### src/rtl/sram_ctrl_pkg.sv
package sram_ctrl_pkg;

  typedef enum logic [2:0] {
    ST_IDLE,
    ST_TURN,
    ST_READ,
    ST_WSETUP,
    ST_WPULSE,
    ST_WREC
  } ctrl_state_t;

  function automatic int unsigned ns_to_cyc(input int unsigned ns, input int unsigned clk_ns);
    return (ns + clk_ns - 1) / clk_ns;
  endfunction

  function automatic int unsigned max2(input int unsigned a, input int unsigned b);
    return (a > b) ? a : b;
  endfunction

  function automatic int unsigned sub_floor(input int unsigned a, input int unsigned b);
    return (a > b) ? (a - b) : 0;
  endfunction

  function automatic int unsigned at_least_one(input int unsigned a);
    return (a == 0) ? 1 : a;
  endfunction

endpackage

### src/rtl/sram_phase_timer.sv
module sram_phase_timer #(
  parameter int unsigned CNT_W = 3
) (
  input  logic             clk,
  input  logic             rst_n,
  input  logic             load,
  input  logic [CNT_W-1:0] load_val,
  output logic             done
);

  logic [CNT_W-1:0] cnt_q;
  logic [CNT_W-1:0] cnt_d;
  logic             cnt_en;

  always_comb begin
    cnt_en = load || (cnt_q != '0);
    cnt_d  = load ? load_val : (cnt_q - 1'b1);
  end

  always_ff @(posedge clk or negedge rst_n) begin
    if (!rst_n) begin
      cnt_q <= '0;
    end else if (cnt_en) begin
      cnt_q <= cnt_d;
    end
  end

  assign done = (cnt_q == '0);

endmodule

### src/rtl/sram_lane_map.sv
module sram_lane_map #(
  parameter int unsigned LANES  = 2,
  parameter int unsigned LANE_W = 8
) (
  input  logic                     deselect,
  input  logic [LANES-1:0]         mask,
  input  logic [LANES*LANE_W-1:0]  rd_raw,
  output logic [LANES-1:0]         strb_n,
  output logic [LANES*LANE_W-1:0]  rd_masked
);

  for (genvar g = 0; g < LANES; g++) begin : g_lane
    assign strb_n[g] = deselect | ~mask[g];
    assign rd_masked[g*LANE_W +: LANE_W] =
      mask[g] ? rd_raw[g*LANE_W +: LANE_W] : {LANE_W{1'b0}};
  end

endmodule

### src/rtl/sram_seq.sv
module sram_seq
  import sram_ctrl_pkg::*;
#(
  parameter int unsigned CNT_W    = 3,
  parameter int unsigned RD_CYC   = 7,
  parameter int unsigned WR_CYC   = 6,
  parameter int unsigned TURN_CYC = 3
) (
  input  logic             clk,
  input  logic             rst_n,
  input  logic             req_valid,
  input  logic             req_write,
  input  logic             req_none,
  input  logic             timer_done,
  output ctrl_state_t      state_o,
  output logic             ready_o,
  output logic             accept_o,
  output logic             timer_load_o,
  output logic [CNT_W-1:0] timer_val_o,
  output logic             rd_sample_o,
  output logic             nop_rd_o
);

  ctrl_state_t state_q;
  ctrl_state_t state_d;
  logic        last_rd_q;
  logic        last_rd_d;
  logic        last_rd_en;

  always_comb begin
    state_d      = state_q;
    ready_o      = 1'b0;
    accept_o     = 1'b0;
    timer_load_o = 1'b0;
    timer_val_o  = '0;
    rd_sample_o  = 1'b0;
    nop_rd_o     = 1'b0;
    last_rd_en   = 1'b0;
    last_rd_d    = last_rd_q;
    unique case (state_q)
      ST_IDLE: begin
        ready_o = 1'b1;
        if (req_valid) begin
          accept_o = 1'b1;
          if (req_none) begin
            nop_rd_o = !req_write;
          end else if (req_write) begin
            if (last_rd_q) begin
              state_d      = ST_TURN;
              timer_load_o = 1'b1;
              timer_val_o  = CNT_W'(TURN_CYC - 1);
            end else begin
              state_d = ST_WSETUP;
            end
          end else begin
            state_d      = ST_READ;
            timer_load_o = 1'b1;
            timer_val_o  = CNT_W'(RD_CYC - 1);
          end
        end
      end
      ST_TURN: begin
        if (timer_done) begin
          state_d = ST_WSETUP;
        end
      end
      ST_WSETUP: begin
        state_d      = ST_WPULSE;
        timer_load_o = 1'b1;
        timer_val_o  = CNT_W'(WR_CYC - 1);
        last_rd_en   = 1'b1;
        last_rd_d    = 1'b0;
      end
      ST_WPULSE: begin
        if (timer_done) begin
          state_d = ST_WREC;
        end
      end
      ST_WREC: begin
        state_d = ST_IDLE;
      end
      ST_READ: begin
        if (timer_done) begin
          state_d     = ST_IDLE;
          rd_sample_o = 1'b1;
          last_rd_en  = 1'b1;
          last_rd_d   = 1'b1;
        end
      end
      default: begin
        state_d = ST_IDLE;
      end
    endcase
  end

  always_ff @(posedge clk or negedge rst_n) begin
    if (!rst_n) begin
      state_q <= ST_IDLE;
    end else begin
      state_q <= state_d;
    end
  end

  always_ff @(posedge clk or negedge rst_n) begin
    if (!rst_n) begin
      last_rd_q <= 1'b0;
    end else if (last_rd_en) begin
      last_rd_q <= last_rd_d;
    end
  end

  assign state_o = state_q;

endmodule

### src/rtl/sram_lane_ctrl.sv
module sram_lane_ctrl
  import sram_ctrl_pkg::*;
#(
  parameter int unsigned ADDR_W  = 18,
  parameter int unsigned LANES   = 2,
  parameter int unsigned LANE_W  = 8,
  parameter int unsigned CLK_NS  = 8,
  parameter int unsigned RD_NS   = 55,
  parameter int unsigned WP_NS   = 45,
  parameter int unsigned DW_NS   = 25,
  parameter int unsigned AW_NS   = 50,
  parameter int unsigned WC_NS   = 55,
  parameter int unsigned TURN_NS = 20
) (
  input  logic                     clk,
  input  logic                     rst_n,
  input  logic                     req_valid,
  output logic                     req_ready,
  input  logic                     req_write,
  input  logic [ADDR_W-1:0]        req_addr,
  input  logic [LANES*LANE_W-1:0]  req_wdata,
  input  logic [LANES-1:0]         req_mask,
  output logic                     rsp_valid,
  output logic [LANES*LANE_W-1:0]  rsp_rdata,
  output logic                     mem_cs_n,
  output logic                     mem_oe_n,
  output logic                     mem_we_n,
  output logic [LANES-1:0]         mem_lane_n,
  output logic [ADDR_W-1:0]        mem_addr,
  output logic [LANES*LANE_W-1:0]  mem_dq_out,
  output logic                     mem_dq_drive,
  input  logic [LANES*LANE_W-1:0]  mem_dq_in
);

  localparam int unsigned DATA_W   = LANES * LANE_W;
  localparam int unsigned RD_CYC   = at_least_one(ns_to_cyc(RD_NS, CLK_NS));
  localparam int unsigned WR_CYC   = at_least_one(
    max2(max2(ns_to_cyc(WP_NS, CLK_NS), ns_to_cyc(DW_NS, CLK_NS)),
         max2(sub_floor(ns_to_cyc(AW_NS, CLK_NS), 1),
              sub_floor(ns_to_cyc(WC_NS, CLK_NS), 2))));
  localparam int unsigned TURN_CYC = at_least_one(ns_to_cyc(TURN_NS, CLK_NS));
  localparam int unsigned CNT_W    = $clog2(max2(max2(RD_CYC, WR_CYC), TURN_CYC) + 1);

  logic [1:0]        rst_pipe_q;
  logic              rst_sync_n;
  ctrl_state_t       state;
  logic              accept;
  logic              timer_load;
  logic [CNT_W-1:0]  timer_val;
  logic              timer_done;
  logic              rd_sample;
  logic              nop_rd;
  logic              req_none;
  logic              bus_sel;
  logic [ADDR_W-1:0] addr_q;
  logic [DATA_W-1:0] wdata_q;
  logic [LANES-1:0]  mask_q;
  logic [DATA_W-1:0] rd_masked;
  logic              rsp_en;
  logic              rsp_valid_q;
  logic [DATA_W-1:0] rdata_q;
  logic [DATA_W-1:0] rdata_d;

  always_ff @(posedge clk or negedge rst_n) begin
    if (!rst_n) begin
      rst_pipe_q <= 2'b00;
    end else begin
      rst_pipe_q <= {rst_pipe_q[0], 1'b1};
    end
  end
  assign rst_sync_n = rst_pipe_q[1];

  assign req_none = ~|req_mask;

  sram_seq #(
    .CNT_W    (CNT_W),
    .RD_CYC   (RD_CYC),
    .WR_CYC   (WR_CYC),
    .TURN_CYC (TURN_CYC)
  ) i_seq (
    .clk          (clk),
    .rst_n        (rst_sync_n),
    .req_valid    (req_valid),
    .req_write    (req_write),
    .req_none     (req_none),
    .timer_done   (timer_done),
    .state_o      (state),
    .ready_o      (req_ready),
    .accept_o     (accept),
    .timer_load_o (timer_load),
    .timer_val_o  (timer_val),
    .rd_sample_o  (rd_sample),
    .nop_rd_o     (nop_rd)
  );

  sram_phase_timer #(
    .CNT_W (CNT_W)
  ) i_timer (
    .clk      (clk),
    .rst_n    (rst_sync_n),
    .load     (timer_load),
    .load_val (timer_val),
    .done     (timer_done)
  );

  always_ff @(posedge clk or negedge rst_sync_n) begin
    if (!rst_sync_n) begin
      addr_q  <= '0;
      wdata_q <= '0;
      mask_q  <= '0;
    end else if (accept) begin
      addr_q  <= req_addr;
      wdata_q <= req_wdata;
      mask_q  <= req_mask;
    end
  end

  always_comb begin
    bus_sel      = (state == ST_READ) || (state == ST_WSETUP) ||
                   (state == ST_WPULSE) || (state == ST_WREC);
    mem_cs_n     = ~bus_sel;
    mem_oe_n     = (state != ST_READ);
    mem_we_n     = (state != ST_WPULSE);
    mem_dq_drive = (state == ST_WSETUP) || (state == ST_WPULSE) || (state == ST_WREC);
  end

  sram_lane_map #(
    .LANES  (LANES),
    .LANE_W (LANE_W)
  ) i_lanes (
    .deselect  (~bus_sel),
    .mask      (mask_q),
    .rd_raw    (mem_dq_in),
    .strb_n    (mem_lane_n),
    .rd_masked (rd_masked)
  );

  assign mem_addr   = addr_q;
  assign mem_dq_out = wdata_q;

  always_comb begin
    rsp_en  = rd_sample | nop_rd;
    rdata_d = rd_sample ? rd_masked : '0;
  end

  always_ff @(posedge clk or negedge rst_sync_n) begin
    if (!rst_sync_n) begin
      rsp_valid_q <= 1'b0;
    end else begin
      rsp_valid_q <= rsp_en;
    end
  end

  always_ff @(posedge clk or negedge rst_sync_n) begin
    if (!rst_sync_n) begin
      rdata_q <= '0;
    end else if (rsp_en) begin
      rdata_q <= rdata_d;
    end
  end

  assign rsp_valid = rsp_valid_q;
  assign rsp_rdata = rdata_q;

endmodule

### config.mk
export PLATFORM = sky130hd
export DESIGN_NAME = sram_lane_ctrl
export DESIGN_NICKNAME = d
export VERILOG_FILES = /design/src/rtl/sram_ctrl_pkg.sv /design/src/rtl/sram_phase_timer.sv /design/src/rtl/sram_lane_map.sv /design/src/rtl/sram_seq.sv /design/src/rtl/sram_lane_ctrl.sv
export SDC_FILE = /design/constraint.sdc
export NUM_CORES = 1
export LEC_CHECK = 0
export BUFFER_PORTS_ARGS = -buffer_cell sky130_fd_sc_hd__buf_4
export CELL_PAD_IN_SITES_DETAIL_PLACEMENT = 1
export CELL_PAD_IN_SITES_GLOBAL_PLACEMENT = 2
export CORE_MARGIN = 1
export CORE_UTILIZATION = 25
export CTS_CLUSTER_SIZE = 14
export DETAILED_ROUTE_END_ITERATION = 6
export PLACE_DENSITY_LB_ADDON = 0.1
export SYNTH_ARGS = -nofsm -noshare
export SYNTH_HDL_FRONTEND = slang
export SYNTH_HIERARCHICAL = 1
export SYNTH_SLANG_ARGS = --single-unit
### constraint.sdc
create_clock -name clk -period 3.2 [get_ports clk]
set_input_delay 0.16 -clock clk [delete_from_list [all_inputs] [get_ports clk]]
set_output_delay 0.16 -clock clk [all_outputs]
set_load 0.02 [all_outputs]
==> summary.md <==
| Metric | Value |
|---|---|
| Clock latency at the later pin of the worst-skew pair | `0.34 ns` |
| Cell count after synthesis | `193` |
| Pwr per Cell Area | `1090 nW/um2` |
| Cells along the critical path | `nor3_4 -> nand2_2 -> inv_2 -> buf_4 -> mux2_4` |
| Total core area | `10800 um2` |
| RePlAce Congestion | `0.755` |
| Placed Instances | `442` |
| Number of buffers and inverters on the critical path | `2` |
| CTS tree | `built` |
| Number of enable-type register cells in the synthesized netlist | `0` |
| Final-report hold violation count | `0` |
| CP peak stage delay | `0.47 ns` |
| Tot GR Track Use | `13.3%` |
| Yosys top cell area share | `56.1%` |
| Count of pins over their slew limit | `0` |
| Outcome | `completed` |
| Critical-path maximum fanout | `22` |
| Synth area leader | `dfrtp_1` |
| CTS H-tree lvls | `3` |
| Type of the worst setup path | `reg -> reg` |
| Worst Path Arrival | `2.38 ns` |
| TritonCTS Sinks | `62` |
| Post-synthesis share of cell area spent on xor and xnor gates | `0%` |
| Number of design-rule violations left by the first detailed-router iteration | `64` |
| Slowest cell on the critical path | `dfrtp_1` |
| Syn avg cell area | `14.3 um2` |
| Launching element type of the critical path | `flip-flop` |
| Family with the most delay on the worst path | `buffers and inverters` |
| Via count of the first global-routing pass | `2113` |
| Port bufs | `113` |
| Leading cell type by number of instances after synthesis | `dfrtp_1` |
| Max-Cap Viols | `0` |
| Final cycle utilization of the critical path | `67.8%` |
| Number of nets in the layout | `372` |
| Final setup fails | `0` |
| Root buffer cell | `clkbuf_8` |
| Filler cells | `1172` |
| Mean number of vias per cell | `4.31` |
| Placed Instance Area | `3720 um2` |
| Aggregate routed wire length | `7200 um` |
| Share of the synthesized area in compound gates (AO/OA/AOI/OAI) | `8.05%` |
| Final Cell Area | `3940 um2` |
| Cell variety after synth | `32` |
| Initial antenna violation count | `0` |
| I/O pin count | `114` |
| Actual transition at the worst max-transition pin | `0.703 ns` |
| Number of gates resized after CTS | `0` |
| Warnings from Yosys | `6` |
| Die height | `107 um` |
| Maximum number of buffers from clock root to sink | `2` |
| Count of TritonRoute iterations in the first routing pass | `4` |
| Aggregate negative setup slack | `0 ns` |
| Final setup margin | `1.03 ns` |
| Share of the yosys chip area belonging to registers | `56.1%` |
| Worst EP required | `3.41 ns` |
| RSZ-0062 raised after global routing | `false` |
| Top cells by area, synth | `dfrtp_1 56%, mux2_4 16%, a22o_1 5.1%, and2_1 3.6%, mux2_2 2.4%` |
| Time the final worst path needs with I/O delays and setup | `2.17 ns` |
| Flip-flop and latch count after synthesis | `62` |
| Net Count, Synth | `251` |
| Post-route DRC | `0` |
| Total CTS buffers | `9` |
| Simple logic cell fraction of the synthesized area | `11.3%` |
| Max Clock Freq | `461 MHz` |
| Cell leakage power | `1.97 nW` |
| Number of placement rows | `38` |
| Detailed-placement wirelength estimate | `5200 um` |
| Total die area | `11500 um2` |
| Ys flop type | `dfrtp_1` |
| Remaining number of nets flagged by the antenna check after routing | `0` |
| VDD IR-drop max | `0.000388 V` |
| Multiplexer area fraction after synthesis | `18.7%` |
| Post-synth design cell area | `2770 um2` |
| Combinational family with the most area after synthesis | `multiplexers` |
| Ratio of cells with drive above 1 in the final layout | `54.2%` |
| Worst clock skew | `0.0131 ns` |
| Slew HR | `53.2%` |
| # diodes | `0` |
| Wire length of the first global-routing pass | `11500 um` |
| Hold Crit Class | `in -> reg` |
| Maximum number of pins on one net before global-route repair | `32` |
| Total gr overflow | `0` |
| Post-Place Worst Slack | `1.01 ns` |
| Area grow syn2layout | `42.3%` |
| Critical path endpoint category | `flip-flop` |
| Initial Utilization | `25.6%` |
| Final cell count without fillers | `459` |
| Most frequent cells after synthesis | `62 x dfrtp_1, 30 x mux2_4, 16 x a22o_1, 16 x and2_1, 9 x inv_1` |
| Worst-case hold slack | `0.0486 ns` |
| Via count of the routed design | `1978` |
| Setup fix buffers added after clock tree synthesis | `0` |
| Wire per inst | `15.7 um` |
| Adder and majority gate portion of the synthesized area | `0.904%` |
| Clock input transition at the sequential cells of the worst setup and hold paths | `0.08 ns` |
| Die W | `107 um` |
| Share of synthesized registers carrying an async set or reset | `100%` |
## per-layer routing
layer	vias to the layer above	global-route usage, %	part of all wire (%)
met5	-	0	0
met4	0	4.40	0.99
met3	8	3.95	6.8
met2	75	19.7	44
met1	985	18.4	48
li1	910	-	-
## cell usage in the layout, fill, tap and decap left out, drive strengths merged
master,count
a21o,2
a21oi,2
a221oi,2
a22o,16
a311oi,1
a31oi,1
and2,16
and3,1
buf,116
bufinv,1
clkbuf,13
clkinv,1
clkinvlp,1
conb,1
dfrtp,62
dlygate4sd3,1
ha,2
inv,9
mux2,36
nand2,7
nand2b,6
nand3b,1
nor2,5
nor2b,7
nor3,2
nor3b,1
nor4b,2
o21ai,1
o31ai,2
or3b,1
## layout make-up
cell class,count,area [um2],share of cell area (%)
Clock inverter,3,42.5,1.08
Sequential cell,62,1550,39.4
Tap cell,140,175,4.45
Timing Repair Buffer,117,881,22.4
Inverter,9,33.8,0.858
Clock buffer,13,169,4.29
Multi-Input combinational cell,115,1080,27.5
## registers in the layout, summed over array words and instances (netlist names)
signal and count:
i_timer/cnt_q 3, mem_addr 18, mem_dq_out 16, rsp_rdata 16, i_seq/last_rd_q 1, mask_q 2, rsp_valid 1, rst_pipe_q 2
i_seq/state_o 3
## through the flow
stage | utilization (%) | power [mW]
final | 36.5 | 4.28
after global routing | 36.5 | 4.56
after CTS | 36.5 | 4.36
after detailed placement | 34.4 | 3.59
after global placement | 34.4 | 3.57
after floorplan | - | 2.80
## power breakdown
group          internal [mW]  total, mW  leakage (nW)  switching (mW)
Clock                  0.423      0.736         0.106           0.313
Combinational           1.10       2.10          1.10            1.01
Sequential              1.15       1.44         0.760           0.285
Total                   2.67       4.28          1.97            1.60
## kinds of logic (layout without fill, tap and decap cells)
logic type,after synthesis,after routing
buffers and inverters,16,142
other,1,1
DFF,62,62
muxes,36,36
and+or+nand+nor,49,49
adders and majority gates,2,2
AOI/OAI and AO/OA,27,27
## final timing paths
kind / start / end / slack [ns] / cells after the start
worst min register to register: rst_pipe_q[1]$_DFF_PN0_ / mem_addr[6]$_DFFE_PN0P_ / 0.32 / 0
worst max-delay path: i_seq/state_o[0]$_DFFE_PN0P_ / mem_addr[9]$_DFFE_PN0P_ / 1.03 / 5
worst min-delay path: req_addr[13] / mem_addr[13]$_DFFE_PN0P_ / 0.05 / 2
min in group asynchronous: rst_n / rst_pipe_q[1]$_DFF_PN0_ / 0.13 / 2
worst max register to register: i_seq/state_o[0]$_DFFE_PN0P_ / mem_addr[9]$_DFFE_PN0P_ / 1.03 / 5
max in group asynchronous: rst_pipe_q[1]$_DFF_PN0_ / i_timer/cnt_q[1]$_DFFE_PN0P_ / 1.96 / 1
## what timing repair did
| item | 4_1_cts | 5_1_grt |
|---|---|---|
| setup endpoints to repair | 0 | 0 |
| hold endpoints to repair | 2 | 0 |
| hold buffers | 1 | 0 |
(Power assumes the default switching activity.)
